[src/rtl/poh_rei_pkg.sv]
package poh_rei_pkg;
  localparam int unsigned WAIT_CYC_DEF = 28;
  localparam int unsigned REI_W_DEF    = 4;

  function automatic int unsigned cnt_width(input int unsigned span);
    return (span < 2) ? 1 : $clog2(span);
  endfunction
endpackage

[src/rtl/poh_rei_detect.sv]
module poh_rei_detect (
  input  logic clk_i,
  input  logic rst_ni,
  input  logic en_i,
  input  logic frm_i,
  input  logic busy_i,
  input  logic done_i,
  output logic start_o
);
  logic coincident;

  assign coincident = en_i & frm_i;
  // accept when idle or on the final edge of the running frame
  assign start_o = coincident & (~busy_i | done_i);

  assert_single_strobe_R1: assert property (@(posedge clk_i) disable iff (!rst_ni)
    !(en_i && frm_i) |-> !start_o);
endmodule

[src/rtl/poh_rei_seq.sv]
module poh_rei_seq #(
  parameter int unsigned WAIT_CYC = 28,
  parameter int unsigned REI_W    = 4,
  parameter int unsigned CNT_W    = 5
) (
  input  logic             clk_i,
  input  logic             rst_ni,
  input  logic             start_i,
  input  logic [REI_W-1:0] rei_i,
  output logic             busy_o,
  output logic             done_o,
  output logic             bit_vld_o,
  output logic             bit_o
);
  localparam int unsigned LAST = WAIT_CYC + REI_W - 1;
  localparam logic [CNT_W-1:0] LAST_C = CNT_W'(LAST);
  localparam logic [CNT_W-1:0] WAIT_C = CNT_W'(WAIT_CYC);

  logic [CNT_W-1:0] cnt_q;
  logic             busy_q;
  logic [REI_W-1:0] shf_q;

  assign done_o    = busy_q && (cnt_q == LAST_C);
  assign bit_vld_o = busy_q && (cnt_q >= WAIT_C);
  assign bit_o     = shf_q[REI_W-1];
  assign busy_o    = busy_q;

  always_ff @(posedge clk_i or negedge rst_ni) begin
    if (!rst_ni) begin
      cnt_q  <= '0;
      busy_q <= 1'b0;
      shf_q  <= '0;
    end else if (start_i) begin
      cnt_q  <= '0;
      busy_q <= 1'b1;
      shf_q  <= rei_i;
    end else if (busy_q) begin
      if (done_o) begin
        busy_q <= 1'b0;
        cnt_q  <= '0;
      end else begin
        cnt_q <= cnt_q + 1'b1;
      end
      if (bit_vld_o) shf_q <= {shf_q[REI_W-2:0], 1'b0};
    end
  end

  assert_idle_holds_R1: assert property (@(posedge clk_i) disable iff (!rst_ni)
    (!busy_q && !start_i) |=> !busy_q);
  assert_value_frozen_R6: assert property (@(posedge clk_i) disable iff (!rst_ni)
    (busy_q && !start_i && !bit_vld_o) |=> $stable(shf_q));
  assert_midframe_start_ignored_R7: assert property (@(posedge clk_i) disable iff (!rst_ni)
    (busy_q && !done_o) |=> (busy_q && cnt_q == $past(cnt_q) + 1'b1));
  assert_end_or_restart_R8: assert property (@(posedge clk_i) disable iff (!rst_ni)
    done_o |=> (busy_q == $past(start_i)));
endmodule

[src/rtl/poh_rei_launch.sv]
module poh_rei_launch (
  input  logic clk_i,
  input  logic rst_ni,
  input  logic bit_vld_i,
  input  logic bit_i,
  output logic data_o
);
  logic data_q;

  // falling-edge launch gives the framer half a period of setup
  always_ff @(negedge clk_i or negedge rst_ni) begin
    if (!rst_ni) data_q <= 1'b0;
    else         data_q <= bit_vld_i & bit_i;
  end

  assign data_o = data_q;

  assert_low_outside_window_R5: assert property (@(posedge clk_i) disable iff (!rst_ni)
    !bit_vld_i |-> !data_q);
endmodule

[src/rtl/poh_rei_inserter.sv]
module poh_rei_inserter
  import poh_rei_pkg::*;
#(
  parameter int unsigned WAIT_CYC = WAIT_CYC_DEF,
  parameter int unsigned REI_W    = REI_W_DEF
) (
  input  logic             clk_i,
  input  logic             rst_ni,
  input  logic             poh_en_i,
  input  logic             poh_frm_i,
  input  logic [REI_W-1:0] rei_val_i,
  output logic             poh_data_o,
  output logic             busy_o
);
  localparam int unsigned CNT_W = cnt_width(WAIT_CYC + REI_W);

  logic start, busy, done, bit_vld, bit_val;

  poh_rei_detect u_detect (
    .clk_i  (clk_i),
    .rst_ni (rst_ni),
    .en_i   (poh_en_i),
    .frm_i  (poh_frm_i),
    .busy_i (busy),
    .done_i (done),
    .start_o(start)
  );

  poh_rei_seq #(
    .WAIT_CYC(WAIT_CYC),
    .REI_W   (REI_W),
    .CNT_W   (CNT_W)
  ) u_seq (
    .clk_i    (clk_i),
    .rst_ni   (rst_ni),
    .start_i  (start),
    .rei_i    (rei_val_i),
    .busy_o   (busy),
    .done_o   (done),
    .bit_vld_o(bit_vld),
    .bit_o    (bit_val)
  );

  poh_rei_launch u_launch (
    .clk_i    (clk_i),
    .rst_ni   (rst_ni),
    .bit_vld_i(bit_vld),
    .bit_i    (bit_val),
    .data_o   (poh_data_o)
  );

  assign busy_o = busy;

  assert_reset_idle_R9: assert property (@(posedge clk_i)
    !rst_ni |-> (!busy_o && !poh_data_o));
endmodule

[config.mk]
export PLATFORM = sky130hd
export DESIGN_NAME = poh_rei_inserter
export DESIGN_NICKNAME = d
export VERILOG_FILES = /design/src/rtl/poh_rei_pkg.sv /design/src/rtl/poh_rei_detect.sv /design/src/rtl/poh_rei_seq.sv /design/src/rtl/poh_rei_launch.sv /design/src/rtl/poh_rei_inserter.sv
export SDC_FILE = /design/constraint.sdc
export NUM_CORES = 1
export LEC_CHECK = 0
export BUFFER_PORTS_ARGS = -buffer_cell sky130_fd_sc_hd__buf_2
export CORE_AREA = 2 2 39 41
export CTS_CLUSTER_DIAMETER = 200
export CTS_CLUSTER_SIZE = 40
export DETAILED_ROUTE_END_ITERATION = 12
export DIE_AREA = 0 0 41 43
export HOLD_SLACK_MARGIN = 0.03
export PLACE_DENSITY_LB_ADDON = 0.1
export SETUP_SLACK_MARGIN = 0.02
export SYNTH_ARGS = -nofsm -noshare
export SYNTH_HDL_FRONTEND = slang
export SYNTH_HIERARCHICAL = 1
export SYNTH_SLANG_ARGS = --single-unit
[constraint.sdc]
create_clock -name clk_i -period 2.4 [get_ports clk_i]
set_input_delay 0.24 -clock clk_i [delete_from_list [all_inputs] [get_ports clk_i]]
set_output_delay 0.24 -clock clk_i [all_outputs]
set_load 0.01 [all_outputs]
==> out/metrics.yaml, run 1 <==
logic_synthesis:
  seq_area_frac_synth_pct: 48.1
  synth-compound-area-share_pct: 8.10
  synth_warnings: 6
  syn-cell-area_um2: 572
  synth_top_area_share_pct: 43.8
  syn_inst: 57
  syn_area_per_cell_um2: 10.0
  synth_area_leaders: "dfrtp_1 (44%), mux2i_1 (7.0%), ha_1 (6.6%), nand2_1 (5.3%), dfrtn_1 (4.4%)"
  synth_edf_count: 0
  synthDistinctLibCells: 22
  synth_commonest_cells: "dfrtp_1 (10), nand2_1 (8), inv_1 (4), mux2i_1 (4), o21ai_0 (4)"
  yosysMostFrequentCell: "dfrtp_1"
  async_flop_share_pct: 100
  synth_top_area_cell: "dfrtp_1"
  synth_top_family_by_area: "simple AND/OR/NAND/NOR gates"
  synth_seq_cells: 11
  synth-simple-area-share_pct: 21.0
  synth_xor_area_share_pct: 0
  synth_nets: 68
  synth_flop_cell: "dfrtp_1"
  synth_fa_ha_area_share_pct: 6.56
  synth_mux_area_share_pct: 10.9
placed_design:
  dp_hpwl_um: 709
  portBuffers: 9
  gp_congestion: 0.629
  place_inst: 83
timing:
  finalSetupViolCount: 0
  slew-limit-headroom_pct: 83.2
  rsz0062_at_grt: "no"
  fin_skew_ns: 0.0123
  tightestPinTransition_ns: 0.252
  slew_violations: 0
  finalHoldViolCount: 0
  final.setup.tns_ns: 0
critical_path:
  required_ns: 2.16
  path_buf_inv: 1
  cp_data_arrival_time_ns: 1.98
  cpMaxStageDelayCell: "dfrtn_1"
  end_kind: "primary output"
  crit_type: "reg -> out"
  path_max_fanout: 1
  critPathMaxStageDelay_ns: 0.39
  cp-start-kind: "flop"
  cp_cell_sequence: "buf_2"
  rr_startpoint: "u_seq/cnt_q[2]"
  crit_start: "u_launch/data_o"
  critPathTopFamily: "flip-flops"
die:
  fp.dieArea_um2: 1760
  coreArea_um2: 1380
  io-pin-count: 10
  start_util_pct: 41.3
  die_h_um: 43
  num_rows: 14
  die_w_um: 41
hold_path:
  min_from: "rei_val_i[1]"
  hold_class: "in -> reg"
layout:
  nets: 84
  num_antenna_cells: 0
  final_cells: 88
  seqCellArea_um2: 275
  syn_to_final_growth_pct: 19.0
  final_layout_size_suffix_gt1_share_pct: 26.4
  multi_input_comb_area_um2: 267
  n_fill_cell: 143
global_routing:
  grt_overflow: 0
  grt_pass1_vias: 416
  grtUsageMet1_pct: 18.9
  grt_antenna_before_repair: 0
  grt_util_met2_pct: 22.2
  gr-usage-met3_pct: 9.42
  grt_usage_pct: 16.0
  grt_first_pass_wirelength_um: 1780
  grt_max_degree: 16
  grt_busiest_layer: "met2"
power:
  irDropWorstVdd_uv: 442
  p_leak_nw: 0.351
  power_density_nw_per_um2: 1030
routing:
  vias_per_cell: 4.91
  totalWireLength_um: 1000
  vias: 432
  drcViolationCount: 0
  ant_nets: 0
  drt-initial-drc-count: 4
  wl_per_cell_um: 11.4
  drt_pass1_iterations: 3
cts:
  cts.clk_slew.worst_paths_ns: 0.06
  cts_buffers: 3
  cts_buffer_depth: 2
  clock_latency_ns: 0.27
  h-tree-depth: 1
  cts_tree: "done"
  root_buffer: "clkbuf_4"
  cts.sinks: 11
status:
  outcome: "complete, no violations"
flow_run:
  max_cap_viol_count: 0
## worst register-to-register path: cells and delay by family (launching register included)
| kind | cells | cell delay [ns] |
|---|---|---|
| DFF | 1 | 0.43 |
| buffers and inverters | 1 | 0.04 |
| and+or+nand+nor | 2 | 0.27 |
## flip-flops by register name, indices dropped and copies added (netlist names)
signal	flops
u_seq/cnt_q	5
u_seq/shf_q	4
u_launch/data_o	1
u_seq/busy_o	1
## path summary, 6_finish.rpt
path	endpoint	slack (ns)	cells after the start
min in group asynchronous	u_seq/cnt_q[3]	0.37	2
max	poh_data_o	0.18	1
min reg2reg	u_seq/shf_q[0]	0.54	2
min	u_seq/shf_q[1]	0.18	3
max in group asynchronous	u_launch/data_o	0.72	2
max reg2reg	u_launch/data_o	0.33	3
## layer usage
| layer | share of wire, % | routed length, um |
|---|---|---|
| met4 | 1.2 | 12 |
| met1 | 49 | 487 |
| met2 | 44 | 437 |
| met3 | 6.3 | 63 |
| met5 | 0 | 0 |
## layout make-up
type                       instances  area share, %
clock buffer                       4           3.86
multi-input combinational         40           39.2
timing repair buffer              13           11.4
inverter                           4           2.21
tap                               16           2.94
sequential                        11           40.4
## placed cells by master (no fill, tap or decap), types with 3 or more instances in the layout
cell       n
buf_2      9
buf_4      3
clkbuf_4   3
dfrtp_1   10
ha_1       3
inv_1      4
mux2i_1    4
nand2_1    8
nor2_1     3
o21ai_0    4
## per-stage QoR
step	hold WS, ns	cell area, um2	util (%)	power [W]	setup slack, ns
global route	0.185	681	49.2	0.000781	0.144
detailed placement	0.127	644	46.6	0.000589	0.331
CTS	0.171	681	49.2	0.000720	0.162
floorplan	-0.0556	572	-	0.000522	0.101
finish	0.185	681	49.2	0.000704	0.182
global placement	0.127	644	46.6	0.000581	0.333
## cell families (layout without fill, tap and decap cells)
| logic type | count (synthesis) | count (layout) |
|---|---|---|
| AO/OA/AOI/OAI | 8 | 8 |
| adder cells (fa/ha/maj) | 3 | 3 |
| buffers and inverters | 6 | 21 |
| flip-flops | 11 | 11 |
| multiplexers | 6 | 6 |
| AND/OR/NAND/NOR | 23 | 23 |
## report_power, final
group          internal (W)  switching, W
sequential         0.000268     0.0000656
clock             0.0000643     0.0000583
combinational      0.000130      0.000118
## what timing repair did
item / in CTS / in global routing
buffers inserted: 0 / 0
endpoints found under the setup margin: 0 / 0
hold buffers: 1 / 0
hold endpoints to repair: 10 / 0
gates resized for setup: 0 / 0
No activity file was read; power rests on OpenSTA's default activity.
==> inputs of run 2 (changes only) <==
- PLACE_DENSITY_LB_ADDON: 0.1 -> 0.12
==> run 2 against run 1 <==
  * Register-to-register slack about the same
  * Non-clock buffer count unchanged
  * Critical path depth stayed put
  * Power up 0.37%
  * Via count shrank 2.5%
  * Global-route usage up 0.065 points
  * Wire length shrank 4.6%
  * Largest cell class unchanged
==> out/metrics.yaml, run 2 (synthesized netlist as in run 1, its figures left out) <==
power:
  p_int_w: 0.000463  # about the same
  irDropWorstVdd_uv: 479  # +8.5%
  power_density_nw_per_um2: 1040  # +0.37%
  power.share.clock_pct: 18.0  # +0.6 points
  netSwitchingPower_w: 0.000244  # +0.96%
  p_leak_nw: 0.351  # unchanged
  pwr-share-seq_pct: 47.0  # -0.3 points
  pwr-share-comb_pct: 35.0  # -0.3 points
  swShare_pct: 34.5  # +0.20 points
timing:
  slew_violations: 0  # unchanged
  tightestPinTransition_ns: 0.249  # -0.00315 ns
  timing.final.ws_setup_ns: 0.186  # +0.00362 ns
  final.setup.tns_ns: 0  # unchanged
  fin_skew_ns: 0.00725  # -0.00501 ns
  finalHoldViolCount: 0  # unchanged
  finalSetupViolCount: 0  # unchanged
  rsz0062_at_grt: "no"
  slew-limit-headroom_pct: 83.4  # +0.21 points
cts:
  root_buffer: "clkbuf_4"
  cts.clk_slew.worst_paths_ns: 0.07  # about the same
  cts_buffer_depth: 2  # unchanged
  postCtsResizedCells: 0  # unchanged
  cts.sinks: 11  # unchanged
  cts_tree: "done"
  h-tree-depth: 1  # unchanged
  cts_buffers: 3  # unchanged
  clock_latency_ns: 0.27  # about the same
routing:
  vias_per_cell: 4.78  # -2.5%
  wl_per_cell_um: 10.8  # -4.6%
  drt_pass1_iterations: 2  # -1
  drt-initial-drc-count: 3  # -1
  vias: 421  # -2.5%
  totalWireLength_um: 954  # -4.6%
  drcViolationCount: 0  # unchanged
  ant_nets: 0  # unchanged
die:
  die_w_um: 41  # unchanged
  fp.dieArea_um2: 1760  # unchanged
  io-pin-count: 10  # unchanged
  start_util_pct: 41.3  # unchanged
  num_rows: 14  # unchanged
  die_h_um: 43  # unchanged
  coreArea_um2: 1380  # unchanged
critical_path:
  path_buf_inv: 1  # unchanged
  cpMaxStageDelayCell: "dfrtn_1"
  cp-start-kind: "flop"
  cp_cell_sequence: "buf_2"
  required_ns: 2.16  # about the same
  crit_type: "reg -> out"
  path_max_fanout: 1  # unchanged
  critPathTopFamily: "flip-flops"
  cp_data_arrival_time_ns: 1.97  # about the same
  end_kind: "primary output"
  critPathMaxStageDelay_ns: 0.38  # about the same
layout:
  layout_common_cells: "dfrtp_1 (10), buf_2 (9), nand2_1 (8)"
  largest_register_ffs: 5  # unchanged
  seqCellArea_um2: 275  # unchanged
  final_layout_size_suffix_gt1_share_pct: 26.4  # unchanged
  final_common_cell: "dfrtp_1"
  final_cells: 88  # unchanged
  n_fill_cell: 136  # -4.9%
  multi_input_comb_area_um2: 267  # unchanged
  post-route-util_pct: 49.2  # unchanged
  top_register: "u_seq/cnt_q"
  syn_to_final_growth_pct: 19.0  # unchanged
  num_antenna_cells: 0  # unchanged
  nets: 84  # unchanged
  top_regs: "u_seq/cnt_q: 5 flops, u_seq/shf_q: 4 flops"
placed_design:
  gp_congestion: 0.677  # +7.5%
  place_inst: 83  # unchanged
  portBuffers: 9  # unchanged
  dp_hpwl_um: 716  # +0.97%
  preCtsSetupSlack_ns: 0.323  # -0.00736 ns
global_routing:
  grt_usage_pct: 16.1  # +0.065 points
  grt_max_degree: 16  # unchanged
  grt_antenna_before_repair: 0  # unchanged
  grt_overflow: 0  # unchanged
  grt_pass1_vias: 423  # +1.7%
  grt_first_pass_wirelength_um: 1900  # +6.6%
status:
  outcome: "complete, no violations"
flow_run:
  max_cap_viol_count: 0  # unchanged
hold_path:
  hold_class: "in -> reg"
==> run 2: power groups by stage <==
stage	clock (W)	sequential, W	combinational [W]
2_1_floorplan	0	0.000325	0.000197
3_3_place_gp	0	0.000336	0.000245
3_5_place_dp	0	0.000337	0.000251
4_1_cts	0.000131	0.000332	0.000254
5_1_grt	0.000143	0.000348	0.000297
6_report	0.000128	0.000332	0.000247
==> run 2: worst min-delay path, stage by stage <==
cell     delay (ns)
buf_2          0.07
nand2_1        0.04
o21ai_0        0.05
==> run 2: repair_timing <==
item | 4_1_cts | 5_1_grt
hold buffers | 1 | 0
endpoints found under the hold margin | 10 | 0
setup buffers | 0 | 0
==> run 2: per-layer routing <==
layer  global-route usage [%]  vias up  share of wire [%]
li1                         -      223                  -
met1                     24.2      187                 54
met4                     8.00        0                1.4
met5                        0        -                  0
met2                     20.3        9                 39
met3                     4.71        2                4.9
==> run 2: layout make-up <==
cell class                      instances  share of cell area, %
Sequential cell                        11                   40.4
Tap cell                               16                   2.94
Clock buffer                            4                   3.86
Timing Repair Buffer                   13                   11.4
Multi-Input combinational cell         40                   39.2
Inverter                                4                   2.21
==> run 2: worst paths after layout <==
kind / start / end / slack [ns] / cells after the start
setup / recovery: u_launch/data_o / poh_data_o / 0.19 / 1
hold / removal: rei_val_i[1] / u_seq/shf_q[1] / 0.17 / 3
setup reg to reg: u_seq/cnt_q[2] / u_launch/data_o / 0.32 / 3
hold reg to reg: u_seq/shf_q[0] / u_seq/shf_q[0] / 0.53 / 2
max in group asynchronous: rst_ni / u_launch/data_o / 0.72 / 2
min in group asynchronous: rst_ni / u_seq/cnt_q[3] / 0.36 / 2
==> run 2: metrics by stage <==
step                      hold slack [ns]  instance area [um2]  total power [W]
final                               0.174                  681         0.000707
after global routing                0.194                  681         0.000788
after CTS                           0.174                  681         0.000718
after detailed placement            0.128                  644         0.000588
after global placement              0.131                  644         0.000581
after floorplan                   -0.0556                  572         0.000522
==> inputs of run 3 (changes only) <==
- clock period: 2.4 -> 2.3 ns (I/O delays scaled with it)
==> run 3 against run 2 <==
  * Sequential share of layout area stayed put
  * Register-to-register slack worse by 0.05 ns
  * Combinational power is 7% higher
  * Via count is 0.24% higher
  * Worst setup slack worse by 0.036 ns
  * First-iteration DRC count is 67% higher
  * Die area stayed put
  * Critical endpoint unchanged
  * Power is 5.9% higher
  * Cell count stayed put
  * Critical path depth stayed put
==> out/metrics.yaml, run 3 (synthesized netlist as in run 1, its figures left out) <==
routing:
  vias_per_cell: 4.80  # +0.24%
  drt-initial-drc-count: 5  # +2
  route.met2.wl_um: 496  # +33%
  met3_length_um: 38  # -19%
  drt_pass1_iterations: 2  # unchanged
  drcViolationCount: 0  # unchanged
  highest_layer: "met4"
  vias: 422  # +0.24%
  ant_nets: 0  # unchanged
  totalWireLength_um: 1070  # +12%
  met1_length_um: 520  # +0.58%
  wl_per_cell_um: 12.2  # +12%
global_routing:
  grt_usage_pct: 17.2  # +1.2 points
  grt_max_degree: 16  # unchanged
  grt_first_pass_wirelength_um: 1940  # +2.2%
  grt_antenna_before_repair: 0  # unchanged
  grt_overflow: 0  # unchanged
  grt_pass1_vias: 420  # -0.71%
layout:
  fin_area_um2: 681  # unchanged
  largest_register_ffs: 5  # unchanged
  final_layout_size_suffix_gt1_share_pct: 26.4  # unchanged
  final_common_cell: "dfrtp_1"
  top_regs: "u_seq/cnt_q: 5 flops, u_seq/shf_q: 4 flops"
  syn_to_final_growth_pct: 19.0  # unchanged
  num_antenna_cells: 0  # unchanged
  top_register: "u_seq/cnt_q"
  layout_common_cells: "dfrtp_1 (10), buf_2 (9), nand2_1 (8)"
  nets: 84  # unchanged
critical_path:
  critPathMaxStageDelay_ns: 0.38  # about the same
  path_max_fanout: 1  # unchanged
  cp_cell_sequence: "buf_2"
  required_ns: 2.07  # -0.09 ns
  path_buf_inv: 1  # unchanged
  cpMaxStageDelayCell: "dfrtn_1"
  end_kind: "primary output"
  cp-start-kind: "flop"
  cp_data_arrival_time_ns: 1.92  # -0.05 ns
  critPathTopFamily: "flip-flops"
  crit_type: "reg -> out"
placed_design:
  placement.cell_area_um2: 644  # unchanged
  gp_congestion: 0.678  # +0.12%
  dp_hpwl_um: 773  # +8.0%
  portBuffers: 9  # unchanged
die:
  die_h_um: 43  # unchanged
  io-pin-count: 10  # unchanged
  fp.dieArea_um2: 1760  # unchanged
  coreArea_um2: 1380  # unchanged
  start_util_pct: 41.3  # unchanged
  die_w_um: 41  # unchanged
  num_rows: 14  # unchanged
cts:
  cts_buffers: 3  # unchanged
  postCtsResizedCells: 0  # unchanged
  cts_buffer_depth: 2  # unchanged
  cts.sinks: 11  # unchanged
  cts.clk_slew.worst_paths_ns: 0.07  # about the same
  postCtsSetupRepairBufs: 0  # unchanged
  root_buffer: "clkbuf_4"
  clock_latency_ns: 0.27  # about the same
  h-tree-depth: 1  # unchanged
  cts_tree: "done"
timing:
  slew_violations: 0  # unchanged
  final.setup.tns_ns: 0  # unchanged
  fin_skew_ns: 0.00816  # +0.000910 ns
  slew-limit-headroom_pct: 82.6  # -0.82 points
  rsz0062_at_grt: "no"
  finalSetupViolCount: 0  # unchanged
  tightestPinTransition_ns: 0.261  # +0.0123 ns
  finalHoldViolCount: 0  # unchanged
status:
  outcome: "complete, no violations"
power:
  p_leak_nw: 0.351  # unchanged
  power_density_nw_per_um2: 1100  # +5.9%
  irDropWorstVdd_uv: 495  # +3.2%
hold_path:
  hold_class: "in -> reg"
flow_run:
  max_cap_viol_count: 0  # unchanged
-- run 3: per-layer routing --
layer  up-vias  GRT usage, %
li1        223             -
met1       190          23.9
met2         7          23.1
met3         2          4.71
met4         0          10.0
met5         -             0
-- run 3: through the flow --
stage / power [W] / hold slack (ns) / instances / setup slack, ns / util (%)
after global routing: 0.000838 / 0.168 / 88 / 0.0863 / 49.2
after detailed placement: 0.000622 / 0.120 / 83 / 0.267 / 46.6
after global placement: 0.000608 / 0.122 / 83 / 0.284 / 46.6
after CTS: 0.000760 / 0.171 / 88 / 0.139 / 49.2
after floorplan: 0.000545 / -0.0656 / 57 / 0.0515 / -
final: 0.000749 / 0.173 / 88 / 0.150 / 49.2
-- run 3: worst paths after layout --
| path | from | endpoint | slack [ns] | depth (start not counted) |
|---|---|---|---|---|
| setup / recovery | u_launch/data_o | poh_data_o | 0.15 | 1 |
| hold reg to reg | u_seq/shf_q[0] | u_seq/shf_q[0] | 0.53 | 2 |
| max in group asynchronous | rst_ni | u_launch/data_o | 0.67 | 2 |
| min in group asynchronous | rst_ni | u_seq/cnt_q[3] | 0.36 | 2 |
| hold / removal | rei_val_i[3] | u_seq/shf_q[3] | 0.17 | 3 |
| setup reg to reg | u_seq/cnt_q[2] | u_launch/data_o | 0.27 | 3 |
-- run 3: layout make-up --
| type | instances | area (um2) |
|---|---|---|
| Clock buffer | 4 | 26.3 |
| Multi-Input combinational cell | 40 | 267 |
| Inverter | 4 | 15.0 |
| Sequential cell | 11 | 275 |
| Timing Repair Buffer | 13 | 77.6 |
| Fill cell | 148 | 703 |
| Tap cell | 16 | 20.0 |
-- run 3: timing repair --
action / CTS / global route
hold endpoints to repair: 10 / 0
hold buffers: 1 / 0
endpoints found under the setup margin: 0 / 0
-- run 3: report_power, final --
| group | leakage (nW) | total, W | switching, W | internal, W |
|---|---|---|---|---|
| clock network | 0.0150 | 0.000132 | 0.0000654 | 0.0000670 |
| logic | 0.202 | 0.000264 | 0.000127 | 0.000137 |
| registers | 0.134 | 0.000353 | 0.0000733 | 0.000279 |
| total | 0.351 | 0.000749 | 0.000265 | 0.000484 |
